<file path="src/rtl/fp_conv_pkg.sv">
package fp_conv_pkg;

  // Operand class shared by both conversion directions
  typedef enum logic [1:0] {
    CLS_ZERO    = 2'd0,
    CLS_SUBNORM = 2'd1,
    CLS_NORMAL  = 2'd2,
    CLS_SPECIAL = 2'd3
  } fp_class_e;

  // Default IEEE formats
  localparam int WIDE_EXP_W   = 11;
  localparam int WIDE_FRAC_W  = 52;
  localparam int NARROW_EXP_W = 8;
  localparam int NARROW_FRAC_W = 23;

  // Direction encoding on the request
  localparam logic DIR_LOAD  = 1'b0;
  localparam logic DIR_STORE = 1'b1;

endpackage

</file>
<file path="src/rtl/fp_classify.sv">
module fp_classify
  import fp_conv_pkg::*;
#(
  parameter int EXP_W  = 11,
  parameter int FRAC_W = 52
) (
  input  logic [EXP_W-1:0]  exp_i,
  input  logic [FRAC_W-1:0] frac_i,
  output fp_class_e         cls_o
);

  localparam logic [EXP_W-1:0] EXP_ALL1 = '1;

  logic exp_zero;
  logic exp_full;
  logic frac_zero;

  assign exp_zero  = (exp_i == '0);
  assign exp_full  = (exp_i == EXP_ALL1);
  assign frac_zero = (frac_i == '0);

  always_comb begin
    if (exp_zero && frac_zero)      cls_o = CLS_ZERO;
    else if (exp_zero)              cls_o = CLS_SUBNORM;
    else if (exp_full)              cls_o = CLS_SPECIAL;
    else                            cls_o = CLS_NORMAL;
  end

endmodule

</file>
<file path="src/rtl/fp_narrow_store.sv">
module fp_narrow_store
  import fp_conv_pkg::*;
#(
  parameter int WE = 11,
  parameter int WF = 52,
  parameter int NE = 8,
  parameter int NF = 23,
  localparam int WW = 1 + WE + WF,
  localparam int NW = 1 + NE + NF
) (
  input  logic [WW-1:0] wide_i,
  output logic [NW-1:0] narrow_o,
  output logic          trap_o
);

  localparam int WBIAS = (2 ** (WE - 1)) - 1;
  localparam int NBIAS = (2 ** (NE - 1)) - 1;
  localparam int BDIFF = WBIAS - NBIAS;
  // Range of wide exponents that map onto a normal narrow exponent
  localparam logic [WE-1:0] LO_E   = WE'(BDIFF + 1);
  localparam logic [WE-1:0] HI_E   = WE'(BDIFF + (2 ** NE) - 2);
  localparam logic [WE-1:0] BDIFF_E = WE'(BDIFF);
  localparam logic [NE-1:0] NEXP_ALL1 = '1;

  logic          sgn;
  logic [WE-1:0] wexp;
  logic [WF-1:0] wfrac;
  fp_class_e     cls;
  logic          too_small;
  logic          too_large;

  assign sgn   = wide_i[WW-1];
  assign wexp  = wide_i[WW-2 -: WE];
  assign wfrac = wide_i[WF-1:0];

  fp_classify #(.EXP_W(WE), .FRAC_W(WF)) u_cls (
    .exp_i  (wexp),
    .frac_i (wfrac),
    .cls_o  (cls)
  );

  assign too_small = (wexp < LO_E);
  assign too_large = (wexp > HI_E);

  always_comb begin
    narrow_o = '0;
    trap_o   = 1'b0;
    unique case (cls)
      CLS_ZERO: begin
        narrow_o = {sgn, {(NW-1){1'b0}}};
      end
      CLS_SUBNORM: begin
        trap_o = 1'b1;
      end
      CLS_SPECIAL: begin
        narrow_o = {sgn, NEXP_ALL1, wfrac[WF-1 -: NF]};
      end
      default: begin
        if (too_small) begin
          trap_o = 1'b1;
        end else if (too_large) begin
          narrow_o = {sgn, NEXP_ALL1, {NF{1'b0}}};
        end else begin
          narrow_o = {sgn, NE'(wexp - BDIFF_E), wfrac[WF-1 -: NF]};
        end
      end
    endcase
  end

endmodule

</file>
<file path="src/rtl/fp_widen_load.sv">
module fp_widen_load
  import fp_conv_pkg::*;
#(
  parameter int WE = 11,
  parameter int WF = 52,
  parameter int NE = 8,
  parameter int NF = 23,
  localparam int WW = 1 + WE + WF,
  localparam int NW = 1 + NE + NF
) (
  input  logic [NW-1:0] narrow_i,
  output logic [WW-1:0] wide_o,
  output logic          trap_o
);

  localparam int WBIAS = (2 ** (WE - 1)) - 1;
  localparam int NBIAS = (2 ** (NE - 1)) - 1;
  localparam logic [WE-1:0] BDIFF_E  = WE'(WBIAS - NBIAS);
  localparam logic [WE-1:0] WEXP_ALL1 = '1;
  localparam int PAD_W = WF - NF;

  logic          sgn;
  logic [NE-1:0] nexp;
  logic [NF-1:0] nfrac;
  fp_class_e     cls;

  assign sgn   = narrow_i[NW-1];
  assign nexp  = narrow_i[NW-2 -: NE];
  assign nfrac = narrow_i[NF-1:0];

  fp_classify #(.EXP_W(NE), .FRAC_W(NF)) u_cls (
    .exp_i  (nexp),
    .frac_i (nfrac),
    .cls_o  (cls)
  );

  always_comb begin
    wide_o = '0;
    trap_o = 1'b0;
    unique case (cls)
      CLS_ZERO:    wide_o = {sgn, {(WW-1){1'b0}}};
      CLS_SUBNORM: trap_o = 1'b1;
      CLS_SPECIAL: wide_o = {sgn, WEXP_ALL1, nfrac, {PAD_W{1'b0}}};
      default:     wide_o = {sgn, WE'(nexp) + BDIFF_E, nfrac, {PAD_W{1'b0}}};
    endcase
  end

endmodule

</file>
<file path="src/rtl/fp_ldst_conv.sv">
module fp_ldst_conv
  import fp_conv_pkg::*;
#(
  parameter int WE = WIDE_EXP_W,
  parameter int WF = WIDE_FRAC_W,
  parameter int NE = NARROW_EXP_W,
  parameter int NF = NARROW_FRAC_W,
  localparam int WW = 1 + WE + WF,
  localparam int NW = 1 + NE + NF
) (
  input  logic          clk,
  input  logic          rst,
  input  logic          req_valid,
  input  logic          req_dir,
  input  logic [WW-1:0] req_data,
  output logic          rsp_valid,
  output logic          rsp_trap,
  output logic [WW-1:0] rsp_data
);

  logic [NW-1:0] st_word;
  logic          st_trap;
  logic [WW-1:0] ld_word;
  logic          ld_trap;
  logic [WW-1:0] nxt_data;
  logic          nxt_trap;

  fp_narrow_store #(.WE(WE), .WF(WF), .NE(NE), .NF(NF)) u_store (
    .wide_i   (req_data),
    .narrow_o (st_word),
    .trap_o   (st_trap)
  );

  fp_widen_load #(.WE(WE), .WF(WF), .NE(NE), .NF(NF)) u_load (
    .narrow_i (req_data[NW-1:0]),
    .wide_o   (ld_word),
    .trap_o   (ld_trap)
  );

  always_comb begin
    if (req_dir == DIR_STORE) begin
      nxt_trap = st_trap;
      nxt_data = {{(WW-NW){1'b0}}, st_word};
    end else begin
      nxt_trap = ld_trap;
      nxt_data = ld_word;
    end
  end

  always_ff @(posedge clk) begin
    if (rst) begin
      rsp_valid <= 1'b0;
      rsp_trap  <= 1'b0;
      rsp_data  <= '0;
    end else begin
      rsp_valid <= req_valid && !nxt_trap;
      rsp_trap  <= req_valid && nxt_trap;
      rsp_data  <= (req_valid && !nxt_trap) ? nxt_data : '0;
    end
  end


  one_resp_chk: assert property (@(posedge clk) disable iff (rst)
    !(rsp_valid && rsp_trap));


  resp_timing_chk: assert property (@(posedge clk) disable iff (rst)
    !$past(rst) |-> ((rsp_valid || rsp_trap) == $past(req_valid)));


  trap_quiet_chk: assert property (@(posedge clk) disable iff (rst)
    rsp_trap |-> (rsp_data == '0));


  store_zero_chk: assert property (@(posedge clk) disable iff (rst)
    (!$past(rst) && $past(req_valid && req_dir && (req_data[WW-2:0] == '0)))
      |-> (rsp_valid && rsp_data[NW-1] == $past(req_data[WW-1])
           && rsp_data[NW-2:0] == '0));


  store_upper_chk: assert property (@(posedge clk) disable iff (rst)
    (rsp_valid && !$past(rst) && $past(req_dir)) |-> (rsp_data[WW-1:NW] == '0));


  load_pad_chk: assert property (@(posedge clk) disable iff (rst)
    (rsp_valid && !$past(rst) && !$past(req_dir)) |-> (rsp_data[WF-NF-1:0] == '0));


  load_denorm_chk: assert property (@(posedge clk) disable iff (rst)
    (!$past(rst) && $past(req_valid && !req_dir && (req_data[NW-2 -: NE] == '0)
                          && (req_data[NF-1:0] != '0))) |-> rsp_trap);


  store_special_chk: assert property (@(posedge clk) disable iff (rst)
    (!$past(rst) && $past(req_valid && req_dir && (&req_data[WW-2 -: WE])))
      |-> (rsp_valid && (&rsp_data[NW-2 -: NE])));

endmodule

</file>
<file path="config.mk">
export PLATFORM = sky130hd
export DESIGN_NAME = fp_ldst_conv
export DESIGN_NICKNAME = d
export VERILOG_FILES = /design/src/rtl/fp_conv_pkg.sv /design/src/rtl/fp_classify.sv /design/src/rtl/fp_narrow_store.sv /design/src/rtl/fp_widen_load.sv /design/src/rtl/fp_ldst_conv.sv
export SDC_FILE = /design/constraint.sdc
export NUM_CORES = 1
export LEC_CHECK = 0
export BUFFER_PORTS_ARGS = -buffer_cell sky130_fd_sc_hd__buf_2
export CAP_MARGIN = 20
export CORE_MARGIN = 2
export CORE_UTILIZATION = 50
export CTS_BUF_LIST = sky130_fd_sc_hd__clkbuf_4 sky130_fd_sc_hd__clkbuf_8
export DETAILED_ROUTE_END_ITERATION = 12
export GPL_ROUTABILITY_DRIVEN = 0
export PLACE_DENSITY_LB_ADDON = 0.2
export SETUP_SLACK_MARGIN = 0.05
export SYNTH_ARGS = -nofsm -noshare
export SYNTH_HDL_FRONTEND = slang
export SYNTH_HIERARCHICAL = 1
export SYNTH_SLANG_ARGS = --single-unit
</file>
<file path="constraint.sdc">
create_clock -name clk -period 4.01 [get_ports clk]
set_input_delay 0.6015 -clock clk [delete_from_list [all_inputs] [get_ports clk]]
set_output_delay 0.6015 -clock clk [all_outputs]
set_load 0.03 [all_outputs]
</file>
==> results.txt <==
Total number of yosys warnings = 6
Total gr overflow = 0
Largest net degree at the start of global routing = 35
Final Setup Violations = 0
RSZ-0062 raised after global routing = no
P_sw = 0.4119 mW
Area contributors post-synth = dfxtp_1 37%, and2_1 9.1%, mux2i_1 8.9%
DP HPWL = 6289 microns
Fillers = 656
Setup Buffers After CTS = 0
Ys async rst share = 0
Slowest cell delay on critical path = 0.77 ns
CTS Buf Count = 9
Final nets = 579
Die area = 0.007881 sq mm
#FFs+latches synth = 66
Flop pwr share = 0.478
Yosys top cell area share = 0.3677
Post-synth EDFFs = 0
WL final = 8767 microns
Least-Margin Pin Slew = 1.082 ns
Worst slew margin = 0.2787
Final ANT Viol Nets = 0
Hold Crit Class = input pin to register
Max clock buf depth = 2
Via/cell ratio = 5.062
Count leader, synth = dfxtp_1
Crit path DAT = 3.19 ns
Area growth, synth to finish = 19.39%
Avg WL per Cell = 14.33 microns
Final hold vios = 0
Vias = 3098
Net Sw Frac = 0.2896
Register area share after synthesis = 0.3677
Top_reg_cell synth = dfxtp_1
Worst Path Buf+Inv = 1
Setup TNS = 0 ns
MaxCap Viol Count = 0
Logic pwr share = 0.172
Antenna violations before repair = 0
Leading area contributor after synthesis = dfxtp_1
Io pins = 134
Pre-CTS setup slack = 0.6988 ns
Die Y = 88.78 microns
Pwr/cell area = 331.5 mW/mm^2
DRT Pass-1 Iters = 4
Hold_sp = req_data[17]
Largest delay share family, worst path = simple AND/OR/NAND/NOR gates
Worst Setup End Kind = register
CP required = 4.18 ns
CTS tree = yes
Final core utilization = 0.6246
Final WS setup = 0.9931 ns
First-pass GRT wire length = 13610 microns
Critical Path, Cell by Cell = buf_2, nor4_2, nand2_1, a2bb2oi_1, and2b_2, mux2_4, nor3_2
Synthesized netlist cell count = 392
Outcome = completed
CTS clk-pin slew, worst paths = 0.07 ns
Crit Path Category = input pin to register
Number of global-route vias before repair = 2809
Area of the mapped netlist = 0.003593 sq mm
CP Max Fanout = 34
Final Max Tran Viols = 0
Max IR drop VDD = 177.0 uV
Core Area = 0.006869 sq mm
H-tree Lvls = 3
Layout cells sized above 1 = 0.3837
Clock sink count = 66
Min Tclk post-route = 3.017 ns
Internal cell power = 1.011 mW
Residual DRC = 0
Initial Util = 0.5231
Period utilisation layout = 0.7523
Synth cell count leaders = 66 x dfxtp_1, 52 x and2_1, 32 x buf_4, 32 x mux2i_1, 29 x nor3_2
Yosys cell types = 47
Number of DRC markers in iteration 0 = 113
# rows = 30
Worst Hold Slack = 0.6002 ns
Ant diodes = 0
Slowest cell on the critical path = a2bb2oi_1
Gr usage total = 0.2238
Clk Tree Root Cell = clkbuf_8
Leak = 2.084 nW
Horiz. Die Dim = 88.78 microns
Post-CTS Hold Fix Bufs = 0
Setup crit start = req_data[25]
Clock share of power = 0.350
Fmax = 331.5 MHz
Syn avg cell area = 9.167 sq um
IO Port Bufs = 133
# resized after CTS = 0
CP Launch Type = input pin
==> placed cells by master (no fill, tap or decap), types with 2 or more instances in the layout <==
master      instances
nor4_2              3
and2_1             52
inv_1              26
buf_4               2
clkbuf_8           10
nor2_1             23
conb_1             29
mux2i_1            32
dfxtp_1            66
clkinvlp_4          2
a211oi_1            2
clkinv_2            3
and4_1              2
nand3_1             3
nor3_1              6
o21ai_0             8
nor3_2             29
o2111ai_2           2
nor4_1             20
o21a_1              2
nand2_1             3
a31oi_1            23
nand4_1             9
buf_2             133
and2_2              3
==> final timing paths <==
kind / endpoint / slack [ns] / cells after the start
worst max-delay path: rsp_data[14] / 0.99 / 7
worst min-delay path: rsp_data[46] / 0.60 / 3
==> routing by layer <==
metal / routed length [microns] / track usage / vias up
met2: 4173 / 0.3643 / 111
li1: - / - / 1543
met1: 3889 / 0.2958 / 1434
met4: 119 / 0.07989 / 0
met3: 585 / 0.04291 / 10
met5: 0 / 0 / -
==> through the flow <==
stage	cell area, sq um	cells	power, mW
finish	4290	612	1.422
global route	4290	612	1.485
CTS	4290	612	1.433
detailed placement	4115	596	0.9385
global placement	4115	596	0.9356
floorplan	3699	420	0.8734
==> registers in the layout (all words and copies together), names as in the netlist <==
signal	count
rsp_data	64
rsp_valid	1
rsp_trap	1
==> cell families after synthesis <==
family / after synthesis / synth area share
buffers and inverters: 82 / 0.1375
DFF: 66 / 0.3677
and+or+nand+nor: 165 / 0.3120
other: 1 / 0.001044
AOI/OAI and AO/OA: 45 / 0.08844
muxes: 33 / 0.09331
==> power by group through the flow <==
| stage | Sequential, mW | Combinational, mW | Clock (mW) |
|---|---|---|---|
| global placement | 0.695 | 0.240 | 0 |
| CTS | 0.680 | 0.244 | 0.508 |
| detailed placement | 0.695 | 0.243 | 0 |
| finish | 0.680 | 0.245 | 0.498 |
| global route | 0.682 | 0.266 | 0.537 |
| floorplan | 0.737 | 0.137 | 0 |
==> layout make-up <==
cell class              count  area [sq um]  share of cell area
well taps                  96         120.1             0.02800
multi-input cells         272          1892              0.4409
inverters                  27         101.3             0.02362
flip-flops and latches     66          1321              0.3080
clock buffers              11         145.1             0.03383
repair buffers            135         680.7              0.1586
clock inverters             5         30.03            0.006999
Note: power is estimated with default switching activity, not from simulation.
